## src/rtl/biquad_pkg.sv

```systemverilog
package biquad_pkg;

    localparam int unsigned BQ_DATA_W   = 32;
    localparam int unsigned BQ_ACC_W    = 64;
    localparam int unsigned BQ_NARROW_W = 16;
    localparam int unsigned BQ_WIDE_W   = 24;
    localparam int unsigned BQ_SCALE_W  = 2;
    localparam int unsigned BQ_NTAPS    = 5;
    localparam int unsigned BQ_STEP_W   = 3;

    typedef enum logic [1:0] {
        ST_IDLE,
        ST_MAC,
        ST_FIN,
        ST_OUT
    } bq_state_e;

    // Tap order doubles as write select and accumulate sequence
    typedef enum logic [BQ_STEP_W-1:0] {
        SEL_B0    = 3'd0,
        SEL_B1    = 3'd1,
        SEL_B2    = 3'd2,
        SEL_A1    = 3'd3,
        SEL_A2    = 3'd4,
        SEL_SCALE = 3'd5
    } bq_sel_e;

    typedef struct packed {
        logic                 start;
        logic                 step_en;
        logic [BQ_STEP_W-1:0] step;
        logic                 fin;
    } bq_ctrl_t;

    function automatic logic is_feedback(input logic [BQ_STEP_W-1:0] s);
        return s >= SEL_A1;
    endfunction

endpackage

```

## src/rtl/biquad_coef_bank.sv

```systemverilog
module biquad_coef_bank
    import biquad_pkg::*;
#(
    parameter int DATA_W  = BQ_DATA_W,
    parameter int SCALE_W = BQ_SCALE_W,
    parameter int NTAPS   = BQ_NTAPS,
    parameter int SEL_W   = BQ_STEP_W
) (
    input  logic                         clk,
    input  logic                         rst,
    input  logic                         wr_en,
    input  logic [SEL_W-1:0]             wr_sel,
    input  logic [DATA_W-1:0]            wr_data,
    output logic [NTAPS-1:0][DATA_W-1:0] coef,
    output logic [SCALE_W-1:0]           scale_k
);

    generate
        for (genvar i = 0; i < NTAPS; i++) begin : g_tap
            logic [DATA_W-1:0] tap_q;
            always_ff @(posedge clk) begin
                if (rst) begin
                    tap_q <= '0;
                end else if (wr_en && wr_sel == SEL_W'(i)) begin
                    tap_q <= wr_data;
                end
            end
            assign coef[i] = tap_q;
        end
    endgenerate

    always_ff @(posedge clk) begin
        if (rst) begin
            scale_k <= '0;
        end else if (wr_en && wr_sel == SEL_W'(NTAPS)) begin
            scale_k <= wr_data[SCALE_W-1:0];
        end
    end

endmodule

```

## src/rtl/biquad_mac.sv

```systemverilog
module biquad_mac #(
    parameter int DATA_W = 32,
    parameter int ACC_W  = 64
) (
    input  logic              clk,
    input  logic              rst,
    input  logic              clear,
    input  logic              step_en,
    input  logic              subtract,
    input  logic [DATA_W-1:0] coef,
    input  logic [DATA_W-1:0] sample,
    output logic [ACC_W-1:0]  acc,
    output logic              ovf_sticky
);

    localparam int PROD_W = 2 * DATA_W;
    localparam int EXT_W  = ACC_W + 2;

    logic signed [PROD_W-1:0] prod;
    logic signed [EXT_W-1:0]  term;
    logic signed [EXT_W-1:0]  sum;
    logic                     in_range;
    logic [ACC_W-1:0]         acc_nxt;

    assign prod = $signed(coef) * $signed(sample);

    always_comb begin
        term = EXT_W'(prod);
        if (subtract) begin
            term = -term;
        end
        sum      = EXT_W'($signed(acc)) + term;
        in_range = (&sum[EXT_W-1:ACC_W-1]) || (~|sum[EXT_W-1:ACC_W-1]);
        if (in_range) begin
            acc_nxt = sum[ACC_W-1:0];
        end else if (sum[EXT_W-1]) begin
            acc_nxt = {1'b1, {(ACC_W-1){1'b0}}};
        end else begin
            acc_nxt = {1'b0, {(ACC_W-1){1'b1}}};
        end
    end

    always_ff @(posedge clk) begin
        if (rst) begin
            acc        <= '0;
            ovf_sticky <= 1'b0;
        end else if (clear) begin
            acc <= '0;
        end else if (step_en) begin
            acc <= acc_nxt;
            if (!in_range) begin
                ovf_sticky <= 1'b1;
            end
        end
    end

endmodule

```

## src/rtl/biquad_out.sv

```systemverilog
module biquad_out #(
    parameter int DATA_W   = 32,
    parameter int ACC_W    = 64,
    parameter int SCALE_W  = 2,
    parameter int NARROW_W = 16,
    parameter int WIDE_W   = 24
) (
    input  logic [ACC_W-1:0]   acc,
    input  logic [SCALE_W-1:0] scale_k,
    input  logic               q23,
    output logic [DATA_W-1:0]  res,
    output logic [DATA_W-1:0]  reduced
);

    localparam int FRAC     = DATA_W - 1;
    localparam int DROP_NAR = DATA_W - NARROW_W;
    localparam int DROP_WID = DATA_W - WIDE_W;

    logic [7:0]              shamt;
    logic signed [ACC_W-1:0] shifted;
    logic                    fits;

    always_comb begin
        shamt   = 8'(FRAC) - 8'(scale_k);
        shifted = $signed(acc) >>> shamt;
        fits    = (&shifted[ACC_W-1:DATA_W-1]) || (~|shifted[ACC_W-1:DATA_W-1]);
        if (fits) begin
            res = shifted[DATA_W-1:0];
        end else if (shifted[ACC_W-1]) begin
            res = {1'b1, {(DATA_W-1){1'b0}}};
        end else begin
            res = {1'b0, {(DATA_W-1){1'b1}}};
        end
        if (q23) begin
            reduced = $signed(res) >>> DROP_WID;
        end else begin
            reduced = $signed(res) >>> DROP_NAR;
        end
    end

endmodule

```

## src/rtl/biquad_ctrl.sv

```systemverilog
module biquad_ctrl
    import biquad_pkg::*;
#(
    parameter int NTAPS  = BQ_NTAPS,
    parameter int STEP_W = BQ_STEP_W
) (
    input  logic     clk,
    input  logic     rst,
    input  logic     in_valid,
    input  logic     out_ready,
    output logic     in_ready,
    output logic     out_valid,
    output bq_ctrl_t ctl
);

    localparam logic [STEP_W-1:0] LAST_STEP = STEP_W'(NTAPS - 1);

    bq_state_e         state;
    logic [STEP_W-1:0] step;

    always_comb begin
        in_ready    = (state == ST_IDLE);
        out_valid   = (state == ST_OUT);
        ctl.start   = in_ready && in_valid;
        ctl.step_en = (state == ST_MAC);
        ctl.step    = step;
        ctl.fin     = (state == ST_FIN);
    end

    always_ff @(posedge clk) begin
        if (rst) begin
            state <= ST_IDLE;
            step  <= '0;
        end else begin
            unique case (state)
                ST_IDLE: begin
                    if (in_valid) begin
                        state <= ST_MAC;
                        step  <= '0;
                    end
                end
                ST_MAC: begin
                    if (step == LAST_STEP) begin
                        state <= ST_FIN;
                    end else begin
                        step <= step + 1'b1;
                    end
                end
                ST_FIN: state <= ST_OUT;
                ST_OUT: begin
                    if (out_ready) begin
                        state <= ST_IDLE;
                    end
                end
                default: state <= ST_IDLE;
            endcase
        end
    end

endmodule

```

## src/rtl/biquad_section.sv

```systemverilog
module biquad_section
    import biquad_pkg::*;
#(
    parameter int DATA_W   = BQ_DATA_W,
    parameter int ACC_W    = BQ_ACC_W,
    parameter int NARROW_W = BQ_NARROW_W,
    parameter int WIDE_W   = BQ_WIDE_W,
    parameter int SCALE_W  = BQ_SCALE_W
) (
    input  logic              clk,
    input  logic              rst,
    input  logic              in_valid,
    output logic              in_ready,
    input  logic [DATA_W-1:0] in_data,
    input  logic              in_narrow,
    output logic              out_valid,
    input  logic              out_ready,
    output logic [DATA_W-1:0] out_data,
    input  logic              out_q23,
    input  logic              coef_we,
    input  logic [2:0]        coef_sel,
    input  logic [DATA_W-1:0] coef_data,
    input  logic              clr_hist,
    output logic              ovf
);

    localparam int NTAPS  = BQ_NTAPS;
    localparam int STEP_W = BQ_STEP_W;
    localparam int PAD_W  = DATA_W - NARROW_W;

    bq_ctrl_t                    ctl;
    logic [NTAPS-1:0][DATA_W-1:0] coef_q;
    logic [SCALE_W-1:0]          scale_k;
    logic [DATA_W-1:0]           x0, x1, x2, y1, y2;
    logic                        q23_l;
    logic [DATA_W-1:0]           cur_coef, cur_sample;
    logic [ACC_W-1:0]            acc;
    logic [DATA_W-1:0]           res, reduced;
    logic [DATA_W-1:0]           out_q;
    logic [DATA_W-1:0]           entry_sample;

    biquad_ctrl #(.NTAPS(NTAPS), .STEP_W(STEP_W)) u_ctrl (
        .clk       (clk),
        .rst       (rst),
        .in_valid  (in_valid),
        .out_ready (out_ready),
        .in_ready  (in_ready),
        .out_valid (out_valid),
        .ctl       (ctl)
    );

    biquad_coef_bank #(
        .DATA_W (DATA_W), .SCALE_W(SCALE_W), .NTAPS(NTAPS), .SEL_W(STEP_W)
    ) u_bank (
        .clk     (clk),
        .rst     (rst),
        .wr_en   (coef_we && in_ready),
        .wr_sel  (coef_sel),
        .wr_data (coef_data),
        .coef    (coef_q),
        .scale_k (scale_k)
    );

    always_comb begin
        unique case (ctl.step)
            SEL_B0:  begin cur_sample = x0; cur_coef = coef_q[0]; end
            SEL_B1:  begin cur_sample = x1; cur_coef = coef_q[1]; end
            SEL_B2:  begin cur_sample = x2; cur_coef = coef_q[2]; end
            SEL_A1:  begin cur_sample = y1; cur_coef = coef_q[3]; end
            default: begin cur_sample = y2; cur_coef = coef_q[4]; end
        endcase
    end

    biquad_mac #(.DATA_W(DATA_W), .ACC_W(ACC_W)) u_mac (
        .clk        (clk),
        .rst        (rst),
        .clear      (ctl.start),
        .step_en    (ctl.step_en),
        .subtract   (is_feedback(ctl.step)),
        .coef       (cur_coef),
        .sample     (cur_sample),
        .acc        (acc),
        .ovf_sticky (ovf)
    );

    biquad_out #(
        .DATA_W(DATA_W), .ACC_W(ACC_W), .SCALE_W(SCALE_W),
        .NARROW_W(NARROW_W), .WIDE_W(WIDE_W)
    ) u_out (
        .acc     (acc),
        .scale_k (scale_k),
        .q23     (q23_l),
        .res     (res),
        .reduced (reduced)
    );

    assign entry_sample = in_narrow ? {in_data[NARROW_W-1:0], {PAD_W{1'b0}}} : in_data;

    always_ff @(posedge clk) begin
        if (rst) begin
            x0    <= '0;
            x1    <= '0;
            x2    <= '0;
            y1    <= '0;
            y2    <= '0;
            q23_l <= 1'b0;
            out_q <= '0;
        end else begin
            if (ctl.start) begin
                x0    <= entry_sample;
                q23_l <= out_q23;
            end
            if (clr_hist && in_ready) begin
                x1 <= '0;
                x2 <= '0;
                y1 <= '0;
                y2 <= '0;
            end else if (ctl.fin) begin
                x1    <= x0;
                x2    <= x1;
                y1    <= res;
                y2    <= y1;
            end
            if (ctl.fin) begin
                out_q <= reduced;
            end
        end
    end

    assign out_data = out_q;

endmodule

```

## config.mk

```make
export PLATFORM = sky130hd
export DESIGN_NAME = biquad_section
export DESIGN_NICKNAME = d
export VERILOG_FILES = /design/src/rtl/biquad_pkg.sv /design/src/rtl/biquad_coef_bank.sv /design/src/rtl/biquad_mac.sv /design/src/rtl/biquad_out.sv /design/src/rtl/biquad_ctrl.sv /design/src/rtl/biquad_section.sv
export SDC_FILE = /design/constraint.sdc
export NUM_CORES = 2
export LEC_CHECK = 0
export BUFFER_PORTS_ARGS = -buffer_cell sky130_fd_sc_hd__buf_2
export CAP_MARGIN = 40
export CORE_UTILIZATION = 55
export CTS_CLUSTER_DIAMETER = 40
export DETAILED_ROUTE_END_ITERATION = 8
export MAX_ROUTING_LAYER = met4
export PLACE_DENSITY_LB_ADDON = 0.15
export SETUP_SLACK_MARGIN = 0.02
export SYNTH_ARGS = -nofsm -noshare
export SYNTH_HDL_FRONTEND = slang
export SYNTH_SLANG_ARGS = --single-unit
```

## constraint.sdc

```tcl
create_clock -name clk -period 15.4 [get_ports clk]
set_input_delay 3.08 -clock clk [delete_from_list [all_inputs] [get_ports clk]]
set_output_delay 3.08 -clock clk [all_outputs]
set_load 0.01 [all_outputs]
```

Word-level counts from Yosys, hierarchy flattened
Index checks and enable logic that the tools add are counted.
W data, S select, Z words.
- add/sub/neg operators: 4
- equal/unequal tests: 16
- bitwise logic cells: 2
- $mul: 1
- shift operators: 1
- reductions and logical operators: 26
- $lt $le $gt $ge: 1
- multiplexer cells: 16
- operator list (kind ; count):
    $pmux W32 S4 ; 2
    $mux W64 ; 2
    $mux W32 ; 3
    $add A64 B66 Y66 ; 1
    $mux W66 ; 1
    $neg A64 Y66 ; 1
    $mul A32 B32 Y64 ; 1
    $sshr A64 B8 Y64 ; 1
    $reduce_and A33 Y1 ; 1
    $reduce_or A33 Y1 ; 1
    $mux W23 ; 1
    $eq A3 B2 Y1 const B ; 4
    $reduce_and A3 Y1 ; 4
    $eq A3 B3 Y1 const B ; 3
    $logic_and A1 B1 Y1 ; 9
    $pmux W2 S4 ; 1
    $eq A3 B1 Y1 const B ; 2
    $logic_not A3 Y1 ; 2
    $mux W2 ; 3
    $mux W3 ; 2
    $ne A2 B2 Y1 const B ; 3
    $pmux W3 S2 ; 1
    $sub A5 B2 Y6 const A ; 1
    $eq A2 B2 Y1 const B ; 2
    11 further kinds ; 15
- bits of input ports: 75
- register bits after elaboration: 417
- logic and storage cells: 84

Depth between registers and ports, before layout
- word-level depth: 11
- gate-level depth with buffers: 58

Cells and area by module
A second synthesis with hierarchy kept.
- cell total of the unflattened synthesis: 6980
- area, all modules: 62600.0 um^2
- by module, submodules not included (module ; times used ; area an instance (um^2) ; seq. area each (um^2) ; cells each):
    biquad_mac ; 1 ; 44387.6 ; 1301.2 ; 5053
    biquad_section ; 1 ; 9420.3 ; 3863.7 ; 986
    biquad_coef_bank ; 1 ; 6332.3 ; 3243.1 ; 565
    biquad_out ; 1 ; 2087.0 ; 0.0 ; 334
    biquad_ctrl ; 1 ; 372.9 ; 100.1 ; 42

Worst setup path before layout
No wires, ideal clock.
- kind: register to register
- start point: register u_ctrl.step[2]
- end point: register u_mac.acc[33]
- period minus slack after synthesis: 13838 ps
- setup time: 66 ps
- data arrival time: 13771 ps
- path buffers: 11
- cell stages (with the launch flop): 57
- setup slack: 1562 ps
- cell sequence: dfxtp_1 > clkbuf_1 > inv_1 > clkbuf_1 > clkbuf_1 > buf_1 > ha_1 > clkbuf_1 > clkbuf_1 > a22oi_1 > nand3_1 > o21a_1 > clkbuf_1 > nand2_1 > fa_1 > inv_1 > fa_1 > fa_1 > [... 21 more ...] > o21ai_0 > xnor2_1 > ha_1 > clkbuf_1 > nand4_1 > nor2_1 > nand2_1 > nor3_1 > o21ai_0 > a21boi_0 > o2111ai_1 > a2111oi_0 > nor2_1 > xor2_1 > nor2_1 > clkbuf_1 > o21ai_0 > a21oi_2
- word-level cells in the longest chain between the ends: 10
- RTL lines (element ; RTL line ; RTL):
    start, declared ; biquad_ctrl.sv:19 ; logic [STEP_W-1:0] step;
    start signal, assigned ; biquad_ctrl.sv:46 ; step <= step + 1'b1;
    $eq A3 B2 Y1, or another cell as far along ; biquad_section.sv:65 ; unique case (ctl.step)
    $pmux W32 S4 ; biquad_section.sv:65 ;
    $mul A32 B32 Y64 ; biquad_mac.sv:25 ; assign prod = $signed(coef) * $signed(sample);
    $neg A64 Y66 ; biquad_mac.sv:30 ; term = -term;
    $mux W66 (*) ; biquad_mac.sv:29 ; if (subtract) begin
    $add A64 B66 Y66 (*) ; biquad_mac.sv:32 ; sum = EXT_W'($signed(acc)) + term;
    $reduce_or A3 Y1 ; biquad_mac.sv:33 ; in_range = (&sum[EXT_W-1:ACC_W-1]) || (~|sum[EXT_W-1:ACC_W-1]);
    $logic_not A1 Y1 ; biquad_mac.sv:33 ;
    $logic_or A1 B1 Y1 ; biquad_mac.sv:33 ;
    $mux W64 (*) ; biquad_mac.sv:34 ; if (in_range) begin
    end signal, assigned ; biquad_mac.sv:50 ; acc <= acc_nxt;
    end, declared ; biquad_mac.sv:12 ; output logic [ACC_W-1:0] acc,
Every way passes the cells marked *; elsewhere a longest branch is shown, timed or not.
A chain may end at the register's enable or synchronous reset.

Worst setup path in the final report
- start point: register u_ctrl.step[1]
- end point: register u_mac.acc[48]
Same word-level chain as after synthesis.

==> impl_metrics.tcl <==
set metrics [dict create \
    crit_arrival_ps 14910 \
    utilization 0.596 \
    cts-root-buf "clkbuf_16" \
    ys_top_cells_by_area "fa_1 36%, dfxtp_1 14%, nand2_1 6.4%, inv_1 6.2%, ha_1 5.5%" \
    clock_latency_ps 630 \
    finClkSkew_ps 40.9 \
    p_clk_frac 0.186 \
    fmax_mhz 69.4 \
    synth_seq_cells 417 \
    top_layer "met4" \
    grt_overflow 0 \
    cp_max_fo 36 \
    grt_pass1_vias 50300 \
    cts_max_level 2 \
    multiInputGateArea_um2 45900 \
    power_density_nw_per_um2 103 \
    detailed_place_hpwl_um 165000 \
    status "completed" \
    hp-start "u_bank.g_tap[1].tap_q[20]" \
    syn-instance-count 7024 \
    syn2layout_area_growth_pct 7.45 \
    slew_headroom 0.328 \
    wl_um 206000 \
    min_path_cells 2 \
    synth.avg_cell_area_um2 8.46 \
    cts_sinks 417 \
    numCtsBuffers 47 \
    rsz0062_at_grt "no" \
    die_area_um2 109000 \
    swShare 0.502 \
    clkSlewWorstSetupHoldPaths_ps 70 \
    yosysSeqAreaShare 0.140 \
    reg2reg_depth 47 \
    fin_nets 8386 \
    r2r-start "u_ctrl.step[1]" \
    yosysWarnings 0 \
    io_buffers 109 \
    route.met3.wl_um 20800 \
    register_area_um2 8350 \
    initial_core_util 0.555 \
    dr.pass1.iters 6 \
    internal-power_mw 3.27 \
    synthFlopType "dfxtp_1" \
    finalHoldViolations 0 \
    routedWlPerCell_um 24.5 \
    num_rows 120 \
    final_antenna_net_count 0 \
    core_um2 107000 \
    drc 0 \
    drv_cap 0 \
    setup_viol 0 \
    tightest_slew_ps 1000 \
    grt_util_all_layers 0.397 \
    async_flop_share 0 \
    crit_top_cell "fa_1" \
    drive_above_1_share 0.0749 \
    p_leak_nw 28.4 \
    r2r-end "u_mac.acc[48]" \
    drt-met1-wl_um 82900 \
    netlist_area_um2 59400 \
    period_share 0.936 \
    cp-start-kind "flip-flop" \
    cp.buffers_inverters 7 \
    antenna_found_initial 1 \
    slowest_delay_ps 640 \
    cts_hold_buf 0 \
    vias_per_cell 5.99 \
    num_vias 50400 \
    holdCritPathClass "flip-flop to flip-flop" \
    cts_tree "done" \
    min_period_ps 14420 \
    die_x_um 331 \
    final-max-slew-violation-count 0 \
    die_y_um 331 \
    clockBufferDepth 3 \
    route.met2.wl_um 90400 \
    synth_largest_area_cell "fa_1" \
    hold_end "u_bank.g_tap[1].tap_q[20]" \
    critPathRequiredTime_ps 15890 \
    synth_top_area_frac 0.365 \
    fill_cells 9704 \
    postCtsResizedCells 0 \
    path_class "flip-flop to flip-flop" \
    hold_slack_ps 456 \
    p_switching_mw 3.30 \
    io_pins 110 \
    grt_pass1_wl_um 314000 \
    seq_power_share 0.210 \
    postCtsSetupBuffers 0 \
    synth_edf_count 0 \
    final_cell_mix "1083 x fa_1, 1010 x nand2_1, 974 x inv_1" \
    critPathTopFamily "adder cells" \
    gp_congestion 1.05 \
    grt_start_max_net_pins 166 \
    slowest_stage "fa_1" \
    ir_drop_uv 109 \
    drt-initial-drc-count 4941 \
    critPathCaptureType "flip-flop" \
    reg2reg_slack_ps 980 \
    synthDistinctLibCells 90 \
    fin_setup_tns_ps 0 \
    p_comb_frac 0.603 \
    final_common_cell "fa_1" \
    syn_nets 8443 \
]
[per-layer routing]
metal,vias up,GRT usage
li1,22300,-
met1,25300,0.525
met2,2344,0.581
met3,461,0.0898
met4,0,0.180
met5,-,-
[cell usage after synthesis, types with 7 or more instances]
cell	count
fa_1	1083
nand2_1	1010
inv_1	975
nor2_1	809
dfxtp_1	417
a21oi_1	400
clkbuf_1	375
o21ai_0	278
ha_1	261
mux2i_1	168
a22oi_1	130
xnor2_1	119
nand3_1	106
o21a_1	80
nor3_1	65
a211oi_1	59
nand4_1	55
xor2_1	53
a21o_1	50
o21ai_1	46
and2_1	34
a31oi_1	26
nand2b_1	26
buf_1	24
o21bai_1	24
o211ai_1	23
or3_1	22
o31ai_1	20
buf_4	19
a22o_1	17
and3_1	17
nor2b_1	16
or4_1	16
a21oi_2	12
mux2_2	11
o22ai_1	11
a21boi_0	10
a221oi_1	9
or2_2	9
a2111oi_0	8
buf_2	8
buf_6	8
nand3b_1	7
nor3b_1	7
nor4_1	7
[worst max-delay path by stage]
stage / from / end / slack [ps] / cells past startpoint
2_1_floorplan: u_ctrl.step[2] / u_mac.acc[33] / 1560 / 56
3_3_place_gp: u_ctrl.step[2] / u_mac.acc[21] / 1370 / 46
3_5_place_dp: u_ctrl.step[0] / u_mac.acc[37] / 1260 / 48
4_1_cts: u_ctrl.step[1] / u_mac.acc[37] / 1180 / 48
5_1_grt: u_ctrl.step[1] / u_mac.acc[48] / 60 / 48
6_report: u_ctrl.step[1] / u_mac.acc[48] / 980 / 47
[worst min-delay path, stage by stage (launching register included)]
cell and delay, ps:
dfxtp_1 310, nand2_1 50, a21oi_1 50
[cell families (layout without fill, tap and decap cells)]
family                     after synthesis  after routing  share of synthesized area
and+or+nand+nor                       2227           2227                      0.156
AOI/OAI and AO/OA                     1266           1266                      0.133
other                                    0              2                          0
adders and majority gates             1344           1344                      0.420
DFF                                    417            417                      0.140
buffers and inverters                 1412           1394                     0.0918
muxes                                  185            185                     0.0327
xor gates and xnor gates               173            173                     0.0257
[metrics by stage]
stage	area [um2]	cells	setup slack [ps]	total power, mW
global route	63900	8410	62.0	6.93
detailed placement	62200	8321	1260	5.26
CTS	63800	8409	1180	6.51
global placement	61800	8296	1370	5.21
floorplan	59400	7024	1560	3.86
finish	63900	8411	983	6.57
[flip-flops by register name, summed over array words and instances (netlist names)]
register / flops
out_data: 24
q23_l: 1
u_bank.g_tap.tap_q: 160
u_bank.scale_k: 2
u_ctrl.state: 2
u_ctrl.step: 3
u_mac.acc: 64
u_mac.ovf_sticky: 1
x0: 32
x1: 32
x2: 32
y1: 32
y2: 32
[area by class of cell]
class                           count  area share
Antenna cell                        2   0.0000784
Clock buffer                       61      0.0202
Clock inverter                     27     0.00627
Inverter                          976      0.0575
Multi-Input combinational cell   5195       0.718
Sequential cell                   417       0.131
Tap cell                         1403      0.0275
Timing Repair Buffer              330      0.0395
[power by group through the flow]
stage | clock [mW] | combinational (mW) | sequential (mW)
5_1_grt | 1.28 | 4.26 | 1.39
6_report | 1.22 | 3.96 | 1.38
2_1_floorplan | 0 | 2.54 | 1.32
3_5_place_dp | 0 | 3.86 | 1.40
3_3_place_gp | 0 | 3.81 | 1.40
4_1_cts | 1.23 | 3.90 | 1.38
Power figures use the tool's default switching activity.
